<file path="config.mk">
export PLATFORM = sky130hd
export DESIGN_NAME = busq_top
export DESIGN_NICKNAME = d
export VERILOG_FILES = /design/src/rtl/busq_pkg.sv /design/src/rtl/busq_dp.sv /design/src/rtl/busq_ctl.sv /design/src/rtl/busq_top.sv
export SDC_FILE = /design/constraint.sdc
export NUM_CORES = 1
export LEC_CHECK = 0
export CORE_AREA = 8 8 45 47
export DETAILED_ROUTE_END_ITERATION = 10
export DIE_AREA = 0 0 53 55
export PLACE_DENSITY = 0.63
export SYNTH_ARGS = -nofsm -noshare
export SYNTH_HDL_FRONTEND = slang
export SYNTH_SLANG_ARGS = --single-unit
</file>
<file path="constraint.sdc">
create_clock -name clk -period 1.9 [get_ports clk]
set_clock_uncertainty 0.15 [all_clocks]
set_input_delay 0.19 -clock clk [delete_from_list [all_inputs] [get_ports clk]]
set_output_delay 0.19 -clock clk [all_outputs]
set_load 0.01 [all_outputs]
</file>
<file path="src/rtl/busq_pkg.sv">
package busq_pkg;

  // Strobes from the control section into the datapath.
  typedef struct packed {
    logic takeOrd;    // ordinary request accepted this cycle
    logic takePush;   // push request accepted this cycle
    logic againOrd;   // own ordinary tenure retried, re-arm it
    logic againPush;  // own push tenure retried, re-arm it
  } ctlStrb_t;

  typedef enum logic [1:0] {
    TEN_IDLE = 2'd0,
    TEN_ADDR = 2'd1,
    TEN_WIN  = 2'd2
  } tenSt_t;

endpackage

</file>
<file path="src/rtl/busq_dp.sv">
module busq_dp
  import busq_pkg::*;
#(
  parameter int BLOCK_LEN = 2
) (
  input  logic     clk,
  input  logic     rstN,
  input  logic     newXfer,
  input  logic     addrAck,
  input  logic     retryIn,
  input  logic     snoopHitMod,
  input  logic     ownAddr,
  input  logic     ordBusy,
  input  ctlStrb_t strb,
  output logic     busReq,
  output logic     xferPend,
  output logic     pushPend,
  output logic     retrySeen,
  output logic     blocked,
  output logic     retryDrive
);

  localparam int CW = (BLOCK_LEN > 1) ? $clog2(BLOCK_LEN) + 1 : 1;
  localparam logic [CW-1:0] BLK_RELOAD = CW'(BLOCK_LEN - 1);

  logic          ackQ;
  logic [CW-1:0] blockCnt;

  // Window cycle is the one right after an acknowledge; retry counts only there.
  assign retrySeen = ackQ & (retryIn | retryDrive);
  assign blocked   = retrySeen | (blockCnt != '0);
  assign busReq    = xferPend | pushPend;

  always_ff @(posedge clk) begin
    if (!rstN) begin
      ackQ       <= 1'b0;
      retryDrive <= 1'b0;
      blockCnt   <= '0;
      pushPend   <= 1'b0;
      xferPend   <= 1'b0;
    end else begin
      ackQ       <= addrAck;
      retryDrive <= addrAck & snoopHitMod & ~ownAddr;
      if (retrySeen)
        blockCnt <= BLK_RELOAD;
      else if (blockCnt != '0)
        blockCnt <= blockCnt - 1'b1;
      pushPend <= (pushPend & ~strb.takePush) | retryDrive | strb.againPush;
      xferPend <= (xferPend & ~strb.takeOrd) | (newXfer & ~xferPend & ~ordBusy)
                  | strb.againOrd;
    end
  end

  // local retry appears only in a window cycle
  p_drive_in_window_r4: assert property (@(posedge clk) disable iff (!rstN)
    retryDrive |-> $past(addrAck));

  // the push request follows a local retry on the next cycle
  p_push_request_r5: assert property (@(posedge clk) disable iff (!rstN)
    retryDrive |=> busReq);

  // the drive lasts a single cycle unless a fresh hit follows
  p_drive_single_r4: assert property (@(posedge clk) disable iff (!rstN)
    (retryDrive && !($past(addrAck) && addrAck && snoopHitMod && !ownAddr)) |=> !retryDrive);

endmodule

</file>
<file path="src/rtl/busq_ctl.sv">
module busq_ctl
  import busq_pkg::*;
(
  input  logic     clk,
  input  logic     rstN,
  input  logic     busGrant,
  input  logic     addrAck,
  input  logic     xferPend,
  input  logic     pushPend,
  input  logic     retrySeen,
  input  logic     blocked,
  output ctlStrb_t strb,
  output logic     takeOwn,
  output logic     takePush,
  output logic     ownAddr,
  output logic     ordBusy
);

  tenSt_t tenSt, tenNx;
  logic   tenPush;

  always_comb begin
    takeOwn  = (tenSt == TEN_IDLE) & (xferPend | pushPend) & busGrant & ~blocked;
    takePush = takeOwn & pushPend;   // push wins over ordinary
    strb.takePush  = takePush;
    strb.takeOrd   = takeOwn & ~pushPend;
    strb.againOrd  = (tenSt == TEN_WIN) & retrySeen & ~tenPush;
    strb.againPush = (tenSt == TEN_WIN) & retrySeen & tenPush;
    ownAddr = (tenSt == TEN_ADDR);
    ordBusy = (tenSt != TEN_IDLE) & ~tenPush;
  end

  always_comb begin
    tenNx = tenSt;
    case (tenSt)
      TEN_IDLE: if (takeOwn) tenNx = TEN_ADDR;
      TEN_ADDR: if (addrAck) tenNx = TEN_WIN;
      TEN_WIN:  tenNx = TEN_IDLE;
      default:  tenNx = TEN_IDLE;
    endcase
  end

  always_ff @(posedge clk) begin
    if (!rstN) begin
      tenSt   <= TEN_IDLE;
      tenPush <= 1'b0;
    end else begin
      tenSt <= tenNx;
      if (takeOwn) tenPush <= pushPend;
    end
  end

  // the take strobe never lasts two cycles
  p_take_pulse_r8: assert property (@(posedge clk) disable iff (!rstN)
    takeOwn |=> !takeOwn);

  // a take needs grant, request and no blackout
  p_take_qualified_r1: assert property (@(posedge clk) disable iff (!rstN)
    takeOwn |-> (busGrant && (xferPend || pushPend) && !blocked));

  // a push flag never appears without a take
  p_push_with_take_r6: assert property (@(posedge clk) disable iff (!rstN)
    takePush |-> takeOwn);

endmodule

</file>
<file path="src/rtl/busq_top.sv">
module busq_top #(
  parameter int BLOCK_LEN = 2
) (
  input  logic clk,
  input  logic rstN,
  input  logic newXfer,
  input  logic busGrant,
  input  logic addrAck,
  input  logic retryIn,
  input  logic snoopHitMod,
  output logic busReq,
  output logic takeOwn,
  output logic takePush,
  output logic retryDrive
);

  busq_pkg::ctlStrb_t strb;
  logic xferPend, pushPend, retrySeen, blocked, ownAddr, ordBusy;

  busq_dp #(.BLOCK_LEN(BLOCK_LEN)) u_dp (
    .clk(clk), .rstN(rstN), .newXfer(newXfer), .addrAck(addrAck),
    .retryIn(retryIn), .snoopHitMod(snoopHitMod), .ownAddr(ownAddr),
    .ordBusy(ordBusy), .strb(strb), .busReq(busReq), .xferPend(xferPend),
    .pushPend(pushPend), .retrySeen(retrySeen), .blocked(blocked),
    .retryDrive(retryDrive)
  );

  busq_ctl u_ctl (
    .clk(clk), .rstN(rstN), .busGrant(busGrant), .addrAck(addrAck),
    .xferPend(xferPend), .pushPend(pushPend), .retrySeen(retrySeen),
    .blocked(blocked), .strb(strb), .takeOwn(takeOwn), .takePush(takePush),
    .ownAddr(ownAddr), .ordBusy(ordBusy)
  );

  // no take in the retry cycle itself
  p_no_take_on_retry_r3: assert property (@(posedge clk) disable iff (!rstN)
    retrySeen |-> !takeOwn);

  generate
    if (BLOCK_LEN >= 2) begin : g_next_block
      // nor in the cycle after it
      p_no_take_after_retry_r3: assert property (@(posedge clk) disable iff (!rstN)
        retrySeen |=> !takeOwn);
    end
  endgenerate

endmodule

</file>
**Yosys cells after proc, flatten, opt, wreduce, memory -nomap -nowiden**

Cells that the tools add are included.

- Muxes and demuxes: 5
- Reduce and logical (&&, ||, !) cells: 6
- Bitwise logic cells: 32
- Eq/ne operators: 4
- Add/sub/neg operators: 1

Operators with widths:

| cell | count |
|---|---|
| bitwise AND 1 bit | 16 |
| inverter 1 bit | 9 |
| OR 1 bit | 7 |
| nonzero test 2 bit | 3 |
| 2-to-1 mux 2 bit | 2 |
| inequality test 2 bit, second input constant | 2 |
| case mux 2 bit (2 select lines) | 1 |
| equality test 2 x 1 -> 1 bit, second input constant | 1 |
| equality test 2 bit, second input constant | 1 |
| logical NOT 2 bit | 1 |
| 2-to-1 mux 1 bit | 2 |
| AND reduction 2 bit | 1 |
| OR reduction 2 bit | 1 |
| subtractor 2 x 1 -> 2 bit, second input constant | 1 |

- Input port bits: 7
- Output and inout port bits: 4
- Register bits: 9
- Logic and storage cells: 56

**Longest topological paths before layout**

- Depth after elaboration: 10
- Depth in mapped cells: 5
- Depth with buffers taken out: 5

**Cells and area by module**

From an unflattened synthesis, not the netlist that was laid out.

- Cells, all modules: 44
- Area, all modules: 442.9 µm²

By module, submodules not included:

| module | times used | area an instance (µm²) | seq. area each (µm²) | cells each |
|---|---|---|---|---|
| busq_dp | 1 | 254.0 | 120.1 | 25 |
| busq_ctl | 1 | 188.9 | 60.1 | 19 |

**Worst setup path after synthesis**

OpenSTA, ideal clock, no wires.

- Path kind: register -> register
- Start: register u_dp.blockCnt[0]
- End: register u_ctl.tenSt[0]
- Period minus slack after synthesis: 1.522 ns
- Data required time: 1.691 ns
- Data arrival time: 1.313 ns
- Path buffers: 0
- Slack: 0.378 ns
- Library setup time: 0.059 ns
- Stages on the path, launching flop included: 6
- Cell sequence: dfxtp_1 -> inv_1 -> ha_1 -> nand4bb_4 -> nor3b_1 -> o21a_1

- Word-level cells in the longest chain between the ends: 6

RTL lines:

| item | RTL line | source |
|---|---|---|
| from (decl) | busq_dp.sv:27 | `logic [CW-1:0] blockCnt;` |
| from (signal assigned) | busq_dp.sv:47 | `blockCnt <= blockCnt - 1'b1;` |
| nonzero test 2 bit | busq_dp.sv:31 | `assign blocked = retrySeen \| (blockCnt != '0);` |
| OR 1 bit | busq_dp.sv:31 |  |
| inverter 1 bit | busq_ctl.sv:23 | `takeOwn = (tenSt == TEN_IDLE) & (xferPend \| pushPend) & busGrant & ~blocked;` |
| bitwise AND 1 bit | busq_ctl.sv:23 |  |
| via takeOwn | busq_top.sv:12 | `output logic takeOwn,` |
| inequality test 2 bit (no line) | n/a |  |
| AND reduction 2 bit (no line) | n/a |  |
| to (signal assigned) | busq_ctl.sv:48 | `tenSt <= tenNx;` |
| to (decl) | busq_ctl.sv:19 | `tenSt_t tenSt, tenNx;` |

The timed path passes the listed nets, and every way through them passes these cells.
A chain may end at the register's enable or synchronous reset.

**Worst setup path in the final report**

- Start: register u_dp.blockCnt[0]
- End: output port takeOwn

- Word-level cells in the longest chain between the ends: 4

RTL lines:

| item | RTL line |
|---|---|
| nonzero test 2 bit | busq_dp.sv:31 |
| OR 1 bit | busq_dp.sv:31 |
| inverter 1 bit | busq_ctl.sv:23 |
| bitwise AND 1 bit | busq_ctl.sv:23 |
| to (decl) | busq_top.sv:12 |

Every way passes these cells.

==> results.txt <==
The flow ran to the end, and the final reports show no timing, DRC or antenna violations. A synthesized cell averages ~9.3 sq um. The slowest stage of the critical path is the dfxtp_1 cell. In this run, synthesis produced a sequential element count of 9. The number of antenna cells inserted came out at 0. The number of warnings reported in the yosys synthesis log came out at 0. The starting utilization of the core area came out at 0.301. The initial antenna violation count came out at 0. The type of element launching the critical path is a flip-flop. The clock period could shrink to 1.76 ns. The post-DP HPWL came out at 702 um.

The final count of hold timing violations is 0. The count of hold buffers inserted by post-cts repair came out at 0. STA classifies the critical path endpoint as an output port. TritonCTS built the clock tree. The number of nets in the finished design came out at 74. The count of cell types in the netlist came out at 24. The count of max-cap constraint violations came out at 0. For the pin with the worst max-slew slack, the measured transition is 0.201 ns. The largest net degree at the start of global routing came out at 8.

Of the cells placed in the final design, the portion with a size suffix greater than 1 is 0.262. The die height came out at between 50 and 60 um. The largest stage delay on the critical path is 0.32 ns.

The post-synthesis share of cell area spent on full adders, half adders and majority gates came out at 0.0300. The biggest fanout along the worst timing path came out at 4. In this run, CTS created clock tree buffers numbering 3. The total instance count after detailed placement is 75. The final-layout fill cell count is about 140.

The cell area power density came out at 1110 mW/mm^2. Headroom to the max-slew limit came out at 0.865. The maximum buffer depth of the clock tree is 2.

Synthesis produced a netlist whose cell count is 45. In the routed design, unresolved DRC markers number 0. The analysis attributes to cell leakage a power of around 0.25 nW. In the finished design, the share of the clock period the worst path needs comes to 0.924. When the netlist entered floorplanning its net count stood at 53. Once detail routing completed, the nets flagged for antenna violations numbered 0. The first global-routing pass estimated 1400 um of wire. The routed length per placed instance came out at about 12 um. The number of sinks driven by the clock tree came out at 9. The total grt overflow is 0. After synthesis, the largest family of logic cells by area is simple AND/OR/NAND/NOR gates. The critical path buffer and inverter count is 2. The initialized floorplan defines 14 standard-cell rows. The xor/xnor share of the synthesized area is 0.0210. The data required time of the critical path came out at 1.56 ns. The clock tree root driver cell is clkbuf_4. The starting DRC count in detailed routing came out at 9. The worst setup path is of the flip-flop to output port kind. Across the VDD grid, the largest voltage drop is 0.000382 V. The via count of the first global-routing pass came out at 364. For this run, the share of the core covered by cells in the final layout is 0.441. The die area is 0.00292 sq mm. The family of cells with the greatest summed delay on the critical path is simple AND/OR/NAND/NOR gates. The die width is 53 um. The total global-route track usage came out at 0.0679. The I/O pin count came out at 11. For the worst setup path, the data arrival time is 1.42 ns. The overall via count from detail_route came out at 372. The share of the Yosys chip area taken by registers is 0.432. The synthesized cell area came out at 417 sq um.

Setup repair after global routing left no endpoint under its margin. Leaving out filler cells and counting taps, the final layout contains 81. The multiplexer fraction of the synthesized cell area came out at 0. The clock latency of the later-clocked register in the worst-skew pair came out at 0.25 ns. The type of the most critical hold path is flip-flop to flip-flop. The final estimated routing congestion in global placement is 0.708.

Setup violations remaining at the end of the flow were counted as 0. The area fraction in compound gates after synthesis is 0.183. The placeable core area came out at 0.00138 sq mm. The count of buffers added on input and output ports is 10. The area growth from synthesis to layout is 46.5%.

For this run, the detailed router's first-pass iteration total came to 4. Using the TritonRoute via totals, the vias-per-cell ratio works out to ~4.6. Traced cell by cell, the critical path runs through inv_1 > ha_2 > nand4bb_4 > nor3b_4 > clkbuf_2. Wires add up to 942 um. The number of H-tree branching levels came out at 1. Of the total synthesized cell area, the portion taken by AND, OR, NAND and NOR gates is 0.261. The count of final max-slew check failures came out at 0. The clock edge transition at the registers on the reported setup and hold paths is 0.06 ns. The timing-limited maximum frequency came out at 0.570 GHz.
==> worst reg2reg max path, cell delays in order, from the launching register on <==
cell and delay (ns):
dfxtp_1 0.32, inv_1 0.06, ha_2 0.20, nand4bb_4 0.16, buf_4 0.17, o311a_1 0.28, a31o_1 0.18
==> layout by cell type (no fill, tap or decap), types with 2 or more instances in the layout <==
cell type and n:
buf_4 7, clkbuf_4 3, a31oi_1 2, clkdlybuf4s50_1 8, a21oi_1 2, clkbuf_2 2
o21a_1 2, nor2_1 6, dfxtp_1 9, inv_1 5
==> sequential cells by signal, summed over array words and instances, names as in the netlist <==
signal,flops
u_dp.retryDrive,1
u_dp.ackQ,1
u_dp.blockCnt,2
u_dp.pushPend,1
u_dp.xferPend,1
u_ctl.tenPush,1
u_ctl.tenSt,2
==> kinds of logic (layout without fill, tap and decap cells) <==
logic type,Yosys count,in the layout
AOI/OAI and AO/OA,11,11
xor gates and xnor gates,1,1
adders and majority gates,1,1
buffers and inverters,6,26
DFF,9,9
and+or+nand+nor,17,17
==> layer usage <==
metal | up-vias | global-route usage | part of all wire
met5 | - | 0 | 0
met4 | 0 | 0.0905 | 0.029
met3 | 2 | 0.0107 | 0.034
met2 | 9 | 0.115 | 0.52
met1 | 168 | 0.0613 | 0.41
li1 | 193 | - | -
==> cell usage after synthesis (all sizes together) <==
master   number  share of area
dfxtp         9           0.43
nor2          7          0.063
inv           5          0.045
a21oi         2          0.024
a31oi         2          0.030
o21a          2          0.036
a31o          1          0.021
and2          1          0.015
and3          1          0.015
buf           1          0.027
ha            1          0.030
nand2         1         0.0090
nand2b        1          0.015
nand3b        1          0.018
nand4bb       1          0.066
nor2b         1          0.015
nor3          1          0.012
nor3b         1          0.018
o211ai        1          0.018
o21ai         1          0.012
o311a         1          0.024
o31ai         1          0.018
or2           1          0.015
xnor2         1          0.021
==> what timing repair did <==
action	in CTS	in global routing
pin swaps	0	1
setup endpoints to repair	2	2
resized for setup	5	5
hold endpoints to repair	0	0
cloned	0	0
setup buffers	0	2
==> per-stage QoR <==
step           setup TNS (ns)  total power [mW]  hold WS, ns  setup slack, ns  instance area (sq um)
2_1_floorplan               0             0.406        0.157            0.378                    417
3_3_place_gp           -0.228             0.491        0.338           -0.148                    563
3_5_place_dp           -0.259             0.499        0.348           -0.174                    563
4_1_cts                     0             0.653        0.354           0.0207                    597
5_1_grt                     0             0.726        0.371           0.0615                    611
6_report                    0             0.680        0.353            0.145                    611
==> power breakdown <==
| group | switching, mW | leakage [nW] | internal (mW) | total [mW] |
|---|---|---|---|---|
| clock network | 0.0605 | 0.0150 | 0.0805 | 0.141 |
| logic | 0.132 | 0.165 | 0.166 | 0.298 |
| registers | 0.0194 | 0.0739 | 0.221 | 0.241 |
==> path summary, 6_finish.rpt <==
path / from / to / slack [ns] / cells after the start
hold reg to reg: u_dp.xferPend$_SDFF_PN0_ / u_dp.xferPend$_SDFF_PN0_ / 0.35 / 2
hold / removal: u_dp.xferPend$_SDFF_PN0_ / u_dp.xferPend$_SDFF_PN0_ / 0.35 / 2
setup reg to reg: u_dp.blockCnt[0]$_SDFFE_PN0P_ / u_ctl.tenPush$_SDFFE_PN0P_ / 0.27 / 6
setup / recovery: u_dp.blockCnt[0]$_SDFFE_PN0P_ / takeOwn / 0.14 / 5
==> final cells by class <==
cell class | instances | area [sq um] | area share
multi-input cells | 30 | 223 | 0.365
flip-flops and latches | 9 | 180 | 0.295
clock buffers | 4 | 26.3 | 0.0430
repair buffers | 17 | 143 | 0.234
inverters | 5 | 18.8 | 0.0307
well taps | 16 | 20.0 | 0.0328
No activity file was read; power rests on OpenSTA's default activity.
